==> src/rtl/irq_vec_pkg.sv <==
package irq_vec_pkg;
  localparam int NSRC  = 32;
  localparam int NSLOT = 4;
  localparam int IRQW  = 6;
  localparam int CODEW = 11;
  localparam int SELW  = $clog2(NSRC);
  localparam int SLTW  = $clog2(NSLOT);

  localparam logic [CODEW-1:0] CODE_NONE = '0;
  localparam logic [CODEW-1:0] CODE_VEC  = CODEW'(1) << 8;
  localparam logic [CODEW-1:0] CODE_DEF1 = CODEW'(1) << 9;
  localparam logic [CODEW-1:0] CODE_DEF2 = CODEW'(1) << 10;

  function automatic logic [CODEW-1:0] vec_code_of(input logic [IRQW-1:0] num);
    return CODE_VEC | CODEW'(num);
  endfunction

  function automatic logic [CODEW-1:0] resolve(
    input logic            hit1,
    input logic [IRQW-1:0] num1,
    input logic            hit2,
    input logic [IRQW-1:0] num2,
    input logic            any1,
    input logic            any2);
    if (hit1)      return vec_code_of(num1);
    else if (hit2) return vec_code_of(num2);
    else if (any1) return CODE_DEF1;
    else if (any2) return CODE_DEF2;
    else           return CODE_NONE;
  endfunction
endpackage

==> src/rtl/irq_slot_table.sv <==
module irq_slot_table
  import irq_vec_pkg::*;
(
  input  logic                       clk,
  input  logic                       rst_n,
  input  logic                       wr,
  input  logic [SLTW-1:0]            wr_slot,
  input  logic                       wr_en,
  input  logic [IRQW-1:0]            wr_num,
  output logic [NSLOT-1:0]           slot_en,
  output logic [NSLOT-1:0][IRQW-1:0] slot_num
);
  always_ff @(posedge clk) begin
    if (!rst_n) begin
      slot_en  <= '0;
      slot_num <= '0;
    end else if (wr) begin
      slot_en[wr_slot]  <= wr_en;
      slot_num[wr_slot] <= wr_num;
    end
  end
endmodule

==> src/rtl/irq_slot_pick.sv <==
module irq_slot_pick
  import irq_vec_pkg::*;
(
  input  logic [NSRC-1:0]            stat,
  input  logic [NSLOT-1:0]           slot_en,
  input  logic [NSLOT-1:0][IRQW-1:0] slot_num,
  output logic                       hit,
  output logic [IRQW-1:0]            num
);
  always_comb begin
    hit = 1'b0;
    num = '0;
    for (int i = NSLOT - 1; i >= 0; i--) begin
      if (slot_en[i] && stat[slot_num[i][SELW-1:0]]) begin
        hit = 1'b1;
        num = slot_num[i];
      end
    end
  end
endmodule

==> src/rtl/irq_vec_encoder.sv <==
module irq_vec_encoder
  import irq_vec_pkg::*;
(
  input  logic                  clk,
  input  logic                  rst_n,
  input  logic [NSRC-1:0]       irq_stat1,
  input  logic [NSRC-1:0]       irq_stat2,
  input  logic                  cfg_we,
  input  logic                  cfg_ctl,
  input  logic [SLTW-1:0]       cfg_slot,
  input  logic                  cfg_en,
  input  logic [IRQW-1:0]       cfg_irq,
  output logic [CODEW-1:0]      vec_code
);
  logic [1:0][NSRC-1:0]  stat;
  logic [1:0]            vhit;
  logic [1:0][IRQW-1:0]  vnum;
  logic                  vec1_hit;
  logic                  vec2_hit;
  logic                  any1;
  logic                  any2;

  assign stat[0] = irq_stat1;
  assign stat[1] = irq_stat2;

  for (genvar c = 0; c < 2; c++) begin : g_ctl
    logic [NSLOT-1:0]           en;
    logic [NSLOT-1:0][IRQW-1:0] nums;

    irq_slot_table u_tab (
      .clk      (clk),
      .rst_n    (rst_n),
      .wr       (cfg_we && (cfg_ctl == 1'(c))),
      .wr_slot  (cfg_slot),
      .wr_en    (cfg_en),
      .wr_num   (cfg_irq),
      .slot_en  (en),
      .slot_num (nums)
    );

    irq_slot_pick u_pick (
      .stat     (stat[c]),
      .slot_en  (en),
      .slot_num (nums),
      .hit      (vhit[c]),
      .num      (vnum[c])
    );
  end

  assign vec1_hit = vhit[0];
  assign vec2_hit = vhit[1];
  assign any1     = |irq_stat1;
  assign any2     = |irq_stat2;

  always_ff @(posedge clk) begin
    if (!rst_n) vec_code <= CODE_NONE;
    else        vec_code <= resolve(vec1_hit, vnum[0], vec2_hit, vnum[1], any1, any2);
  end
endmodule

==> config.mk <==
export PLATFORM = sky130hd
export DESIGN_NAME = irq_vec_encoder
export DESIGN_NICKNAME = d
export VERILOG_FILES = /design/src/rtl/irq_vec_pkg.sv /design/src/rtl/irq_slot_table.sv /design/src/rtl/irq_slot_pick.sv /design/src/rtl/irq_vec_encoder.sv
export SDC_FILE = /design/constraint.sdc
export NUM_CORES = 1
export LEC_CHECK = 0
export ABC_CLOCK_PERIOD_IN_PS = 4500
export BUFFER_PORTS_ARGS = -buffer_cell sky130_fd_sc_hd__buf_2
export CAP_MARGIN = 0
export CORE_MARGIN = 1.5
export CORE_UTILIZATION = 40
export CTS_CLUSTER_SIZE = 14
export DETAILED_ROUTE_END_ITERATION = 7
export GPL_ROUTABILITY_DRIVEN = 0
export GPL_TIMING_DRIVEN = 0
export SYNTH_ARGS = -nofsm -noshare
export SYNTH_HDL_FRONTEND = slang
export SYNTH_SLANG_ARGS = --single-unit
==> constraint.sdc <==
create_clock -name clk -period 4.5 [get_ports clk]
set_input_delay 1.35 -clock clk [delete_from_list [all_inputs] [get_ports clk]]
set_output_delay 1.35 -clock clk [all_outputs]
set_load 0.01 [all_outputs]
## Word-level counts from Yosys, hierarchy flattened

Cells that the tools add are included.

- Bits in registers: 67
- Output and inout bits: 11

- $lt $le $gt $ge: 10
- Muxes and demuxes: 44
- Bitwise operators: 2
- Reduce and logical (&&, ||, !) cells: 15

Operator list:

| operator | count |
|---|---|
| $reduce_or 32->1 | 2 |
| $mux 6 | 9 |
| $bwmux 24 | 2 |
| $lt 5x6->1 const B | 8 |
| $bmux 1 s5 | 8 |
| $reduce_or 35->1 | 1 |
| $mux 9 | 2 |
| $mux 1 | 17 |
| $demux 6 s2 | 1 |
| $logic_and 1x1->1 | 11 |
| $mux 11 | 1 |
| $mux 10 | 1 |
| $bwmux 4 | 2 |
| $lt 2x3->1 const B | 1 |
| $reduce_or 3->1 | 1 |
| $demux 1 s2 | 1 |
| $ge 2x1->1 const B | 1 |
| $not 1->1 | 2 |

## Longest topological paths before layout

- Depth in word-level cells: 9
- Gate-level depth with buffers: 9
- Depth with buffers taken out: 7

## Modules after synthesis

From an unflattened synthesis, not the netlist that was laid out.

- Cells, all modules: 537
- Area, all modules: 5571.6 sq um

Modules (own cells, without submodules):

| module | instances | cells each | area each (sq um) |
|---|---|---|---|
| irq_slot_pick | 2 | 137 | 1468.9 |
| irq_slot_table | 2 | 102 | 1068.5 |
| irq_vec_encoder | 1 | 59 | 496.7 |

## Worst setup path after synthesis

No wires, ideal clock.

- Path type: input-to-reg
- Start point: in irq_stat2[11]
- End point: reg vec_code[0]
- Arrival: 3059 ps
- Setup slack: 1319 ps
- Cell stages on the path: 7
- Path buffers: 1
- Cell sequence: mux4_1 -> mux2_2 -> a221o_1 -> and2_4 -> buf_6 -> a221oi_1 -> o31ai_1

- Cells in the longest elaborated chain, start to end: 9
- Elaborated cells on any way between the ends: 22

Ends and longest elaborated chain:

| element | RTL line | RTL |
|---|---|---|
| start: declaration | irq_vec_encoder.sv:7 | `input logic [NSRC-1:0] irq_stat2,` |
| $bmux 1 s5 | irq_slot_pick.sv:14 | `if (slot_en[i] && stat[slot_num[i][SELW-1:0]]) begin` |
| $mux 1 (not written as such) | irq_slot_pick.sv:14 |  |
| $logic_and 1x1->1 | irq_slot_pick.sv:14 |  |
| $mux 6 / $mux 1 (equally long branches) (4 in series) | irq_slot_pick.sv:14 |  |
| $mux 9 * | irq_vec_pkg.sv:26 | `else if (hit2) return vec_code_of(num2);` |
| $mux 9 * | irq_vec_pkg.sv:25 | `if (hit1) return vec_code_of(num1);` |
| end signal: assignment | irq_vec_encoder.sv:57 | `else vec_code <= resolve(vec1_hit, vnum[0], vec2_hit, vnum[1], any1, any2);` |
| end: declaration | irq_vec_encoder.sv:13 | `output logic [CODEW-1:0] vec_code` |

Every way passes the cells marked *; elsewhere a longest branch is shown, timed or not. The select of a mux whose other input is x is not followed.
A chain may end at the register's enable or synchronous reset.

## Final worst setup path

- Start point: in irq_stat1[31]
- End point: reg vec_code[2]

- Cells in the longest elaborated chain, start to end: 8
- Elaborated cells on any way between the ends: 24

Ends and longest elaborated chain:

| element | RTL line | RTL |
|---|---|---|
| start: declaration | irq_vec_encoder.sv:6 | `input logic [NSRC-1:0] irq_stat1,` |
| $bmux 1 s5 | irq_slot_pick.sv:14 |  |
| $mux 1 (not written as such) | irq_slot_pick.sv:14 |  |
| $logic_and 1x1->1 | irq_slot_pick.sv:14 |  |
| $mux 6 / $mux 1 (equally long branches) (4 in series) | irq_slot_pick.sv:14 |  |
| $mux 9 * | irq_vec_pkg.sv:25 |  |

Marked as above.

==> flow_summary.json <==
{
  "core_area_sq_um": 12800,
  "synth_top_flop_cell": "dfxtp_1",
  "hold_buffers": 0,
  "status": "finished clean",
  "cts.sinks": 65,
  "port_buffers": 76,
  "synth_edf_count": 0,
  "ys_ff_latch": 65,
  "peakVddDrop_uv": 170,
  "start_util_pct": 41.5,
  "diodes": 0,
  "worstSetupStartpointType": "input pin",
  "synth-async-reset-ratio_pct": 0,
  "routed_wl_microns": 16300,
  "synthCells": 513,
  "clock_latency_ps": 340,
  "pin_count": 88,
  "track_usage_pct": 23.3,
  "first_pass_iters": 5,
  "antenna_found_initial": 0,
  "routed_via_density": 6.20,
  "rows": 41,
  "final-setup-viol-count": 0,
  "crit_arrival_ps": 3650,
  "tritoncts": "done",
  "die_w_microns": 118,
  "hp-class": "reg2reg",
  "clock_path_buffers": 2,
  "syn_to_final_growth_pct": 16.8,
  "synth_warnings": 0,
  "cp-end-kind": "register",
  "fp.dieArea_sq_um": 14000,
  "finish.utilization_pct": 48.5,
  "drt_iter0_markers": 513,
  "cts_buffers": 9,
  "grt_max_degree": 12,
  "rsz0062_at_grt": "no",
  "layout.nets": 679,
  "die_h_microns": 118,
  "clk_pin_slew_worst_paths_ps": 50,
  "drc": 0,
  "setup_tns_ps": 0,
  "routedWlPerCell_microns": 20.9,
  "grt_overflow": 0,
  "grt_pass1_vias": 4545,
  "hold_viol": 0,
  "drv_slew": 0,
  "cts_resized": 0,
  "dp_cells": 762,
  "clock.fmax_mhz": 290,
  "cts_setup_buffers": 0,
  "tightest_slew_ps": 944,
  "crit_path_max_fanout": 5,
  "clock_skew_ps": 5.52,
  "period_minus_slack_ps": 3450,
  "drive_gt1_share_pct": 33.1,
  "via_count": 4826,
  "grt_pass1_wl_microns": 25500,
  "cts_max_level": 3,
  "dpl.hpwl_microns": 12200,
  "p_leak_nw": 2.23,
  "synthDistinctLibCells": 72,
  "syn_avg_cell_area_sq_um": 10.4,
  "cts-root-buf": "clkbuf_16",
  "pre_cts_ws_ps": 777,
  "yosysSeqAreaShare_pct": 24.4,
  "critPathKind": "in2reg",
  "p_per_area_nw_per_um2": 252,
  "drtAntennaViolNets": 0,
  "fin_ws_ps": 1050,
  "slew_headroom_pct": 36.6,
  "critPathRequiredTime_ps": 4700,
  "post-route-period-util_pct": 76.7,
  "synth.cell_area_sq_um": 5330,
  "whs_ps": 461,
  "final_cells": 779,
  "cap_violations": 0
}
-- through the flow --
stage	total power, mW	instance area (sq um)
finish	1.56	6220
global route	1.62	6220
CTS	1.56	6210
global placement	0.883	5930
floorplan	0.781	5330
detailed placement	0.889	5930
-- worst max-delay path, cell delays in order --
cell,delay (ps)
buf_2,130
mux4_2,460
mux2i_1,280
a31oi_1,170
a311oi_1,480
a221oi_1,150
or4_1,480
o31ai_1,140
-- layout make-up --
class	count	area, sq um
Clock buffer	11	233
Sequential cell	65	1300
Buffer	52	358
Inverter	10	37.5
Timing Repair Buffer	77	385
Clock inverter	5	56.3
Tap cell	172	215
Multi-Input combinational cell	387	3630
Fill cell	1247	6610
-- cell usage after synthesis, drive strengths merged, types with 2 or more instances --
library cell,instances,area share (%)
or4,2,0.28
nor2,57,4.2
nand4,6,0.70
mux2,9,1.9
or2b,3,0.47
nand4b,2,0.33
and2,3,0.40
nor3b,6,0.94
o22ai,16,2.0
or3,3,0.35
nor3,5,0.68
a31oi,3,0.35
o311a,3,0.56
nand2b,10,1.2
a22oi,4,0.56
o21a,2,0.33
clkbuf,24,1.9
a21oi,15,1.4
a221oi,9,1.5
o221ai,4,0.78
or2,5,0.59
o31ai,6,0.85
inv,10,0.70
nand2,43,3.0
nor2b,6,0.70
dfxtp,65,24
nor4,16,1.9
mux4,61,26
mux2i,62,12
buf,28,4.8
o21ai,3,0.35
nand3,2,0.28
-- placed cells by master (no fill, tap or decap), types with 3 or more instances in the layout --
master,netlist,layout
clkbuf_1,22,24
nand4_1,6,6
or3_1,3,3
a221oi_1,9,9
inv_1,9,9
mux4_2,53,53
dfxtp_1,65,65
nor2b_1,6,6
nor3_1,4,4
buf_2,6,83
a31oi_1,3,3
nand2b_1,10,10
nor3b_1,5,5
mux2i_1,62,62
nor4_1,16,16
or2_2,5,5
clkbuf_16,0,9
buf_6,13,13
o311a_1,3,3
o221ai_1,3,3
mux2_2,7,7
o22ai_1,15,15
o31ai_1,6,6
a22oi_1,4,4
a21oi_1,15,15
nor2_1,55,55
mux4_1,8,8
buf_4,6,6
nand2_1,43,43
-- routing by layer --
metal	GRT usage [%]	vias to the layer above	wire length (microns)
met3	4.25	26	1360
met5	0	-	0
met2	34.3	228	7210
met4	6.02	0	213
li1	-	2187	-
met1	35.2	2385	7500
-- power by group --
part	switching, mW	leakage (nW)	internal [mW]
sequential	0.00900	0.526	0.588
clock	0.254	0.139	0.427
combinational	0.152	1.56	0.134
-- state kept, by name, indices dropped and copies added (netlist names) --
name,count
g_ctl.u_tab.slot_en,8
g_ctl.u_tab.slot_num,48
vec_code,9
-- kinds of logic after synthesis --
logic type | synth area share [%]
compound gates | 11.9
buf+inv | 7.42
flops | 24.4
mux | 39.9
other cells | 0.0704
simple gates | 16.3
-- worst paths after layout --
| path | startpoint | end | slack, ps | cells after the start |
|---|---|---|---|---|
| hold reg to reg | g_ctl[1].u_tab.slot_num[23] | g_ctl[1].u_tab.slot_num[23] | 460 | 2 |
| hold / removal | g_ctl[1].u_tab.slot_num[23] | g_ctl[1].u_tab.slot_num[23] | 460 | 2 |
| setup reg to reg | g_ctl[0].u_tab.slot_num[14] | vec_code[2] | 1510 | 8 |
| setup / recovery | irq_stat1[31] | vec_code[2] | 1050 | 8 |
Power figures use the tool's default switching activity.
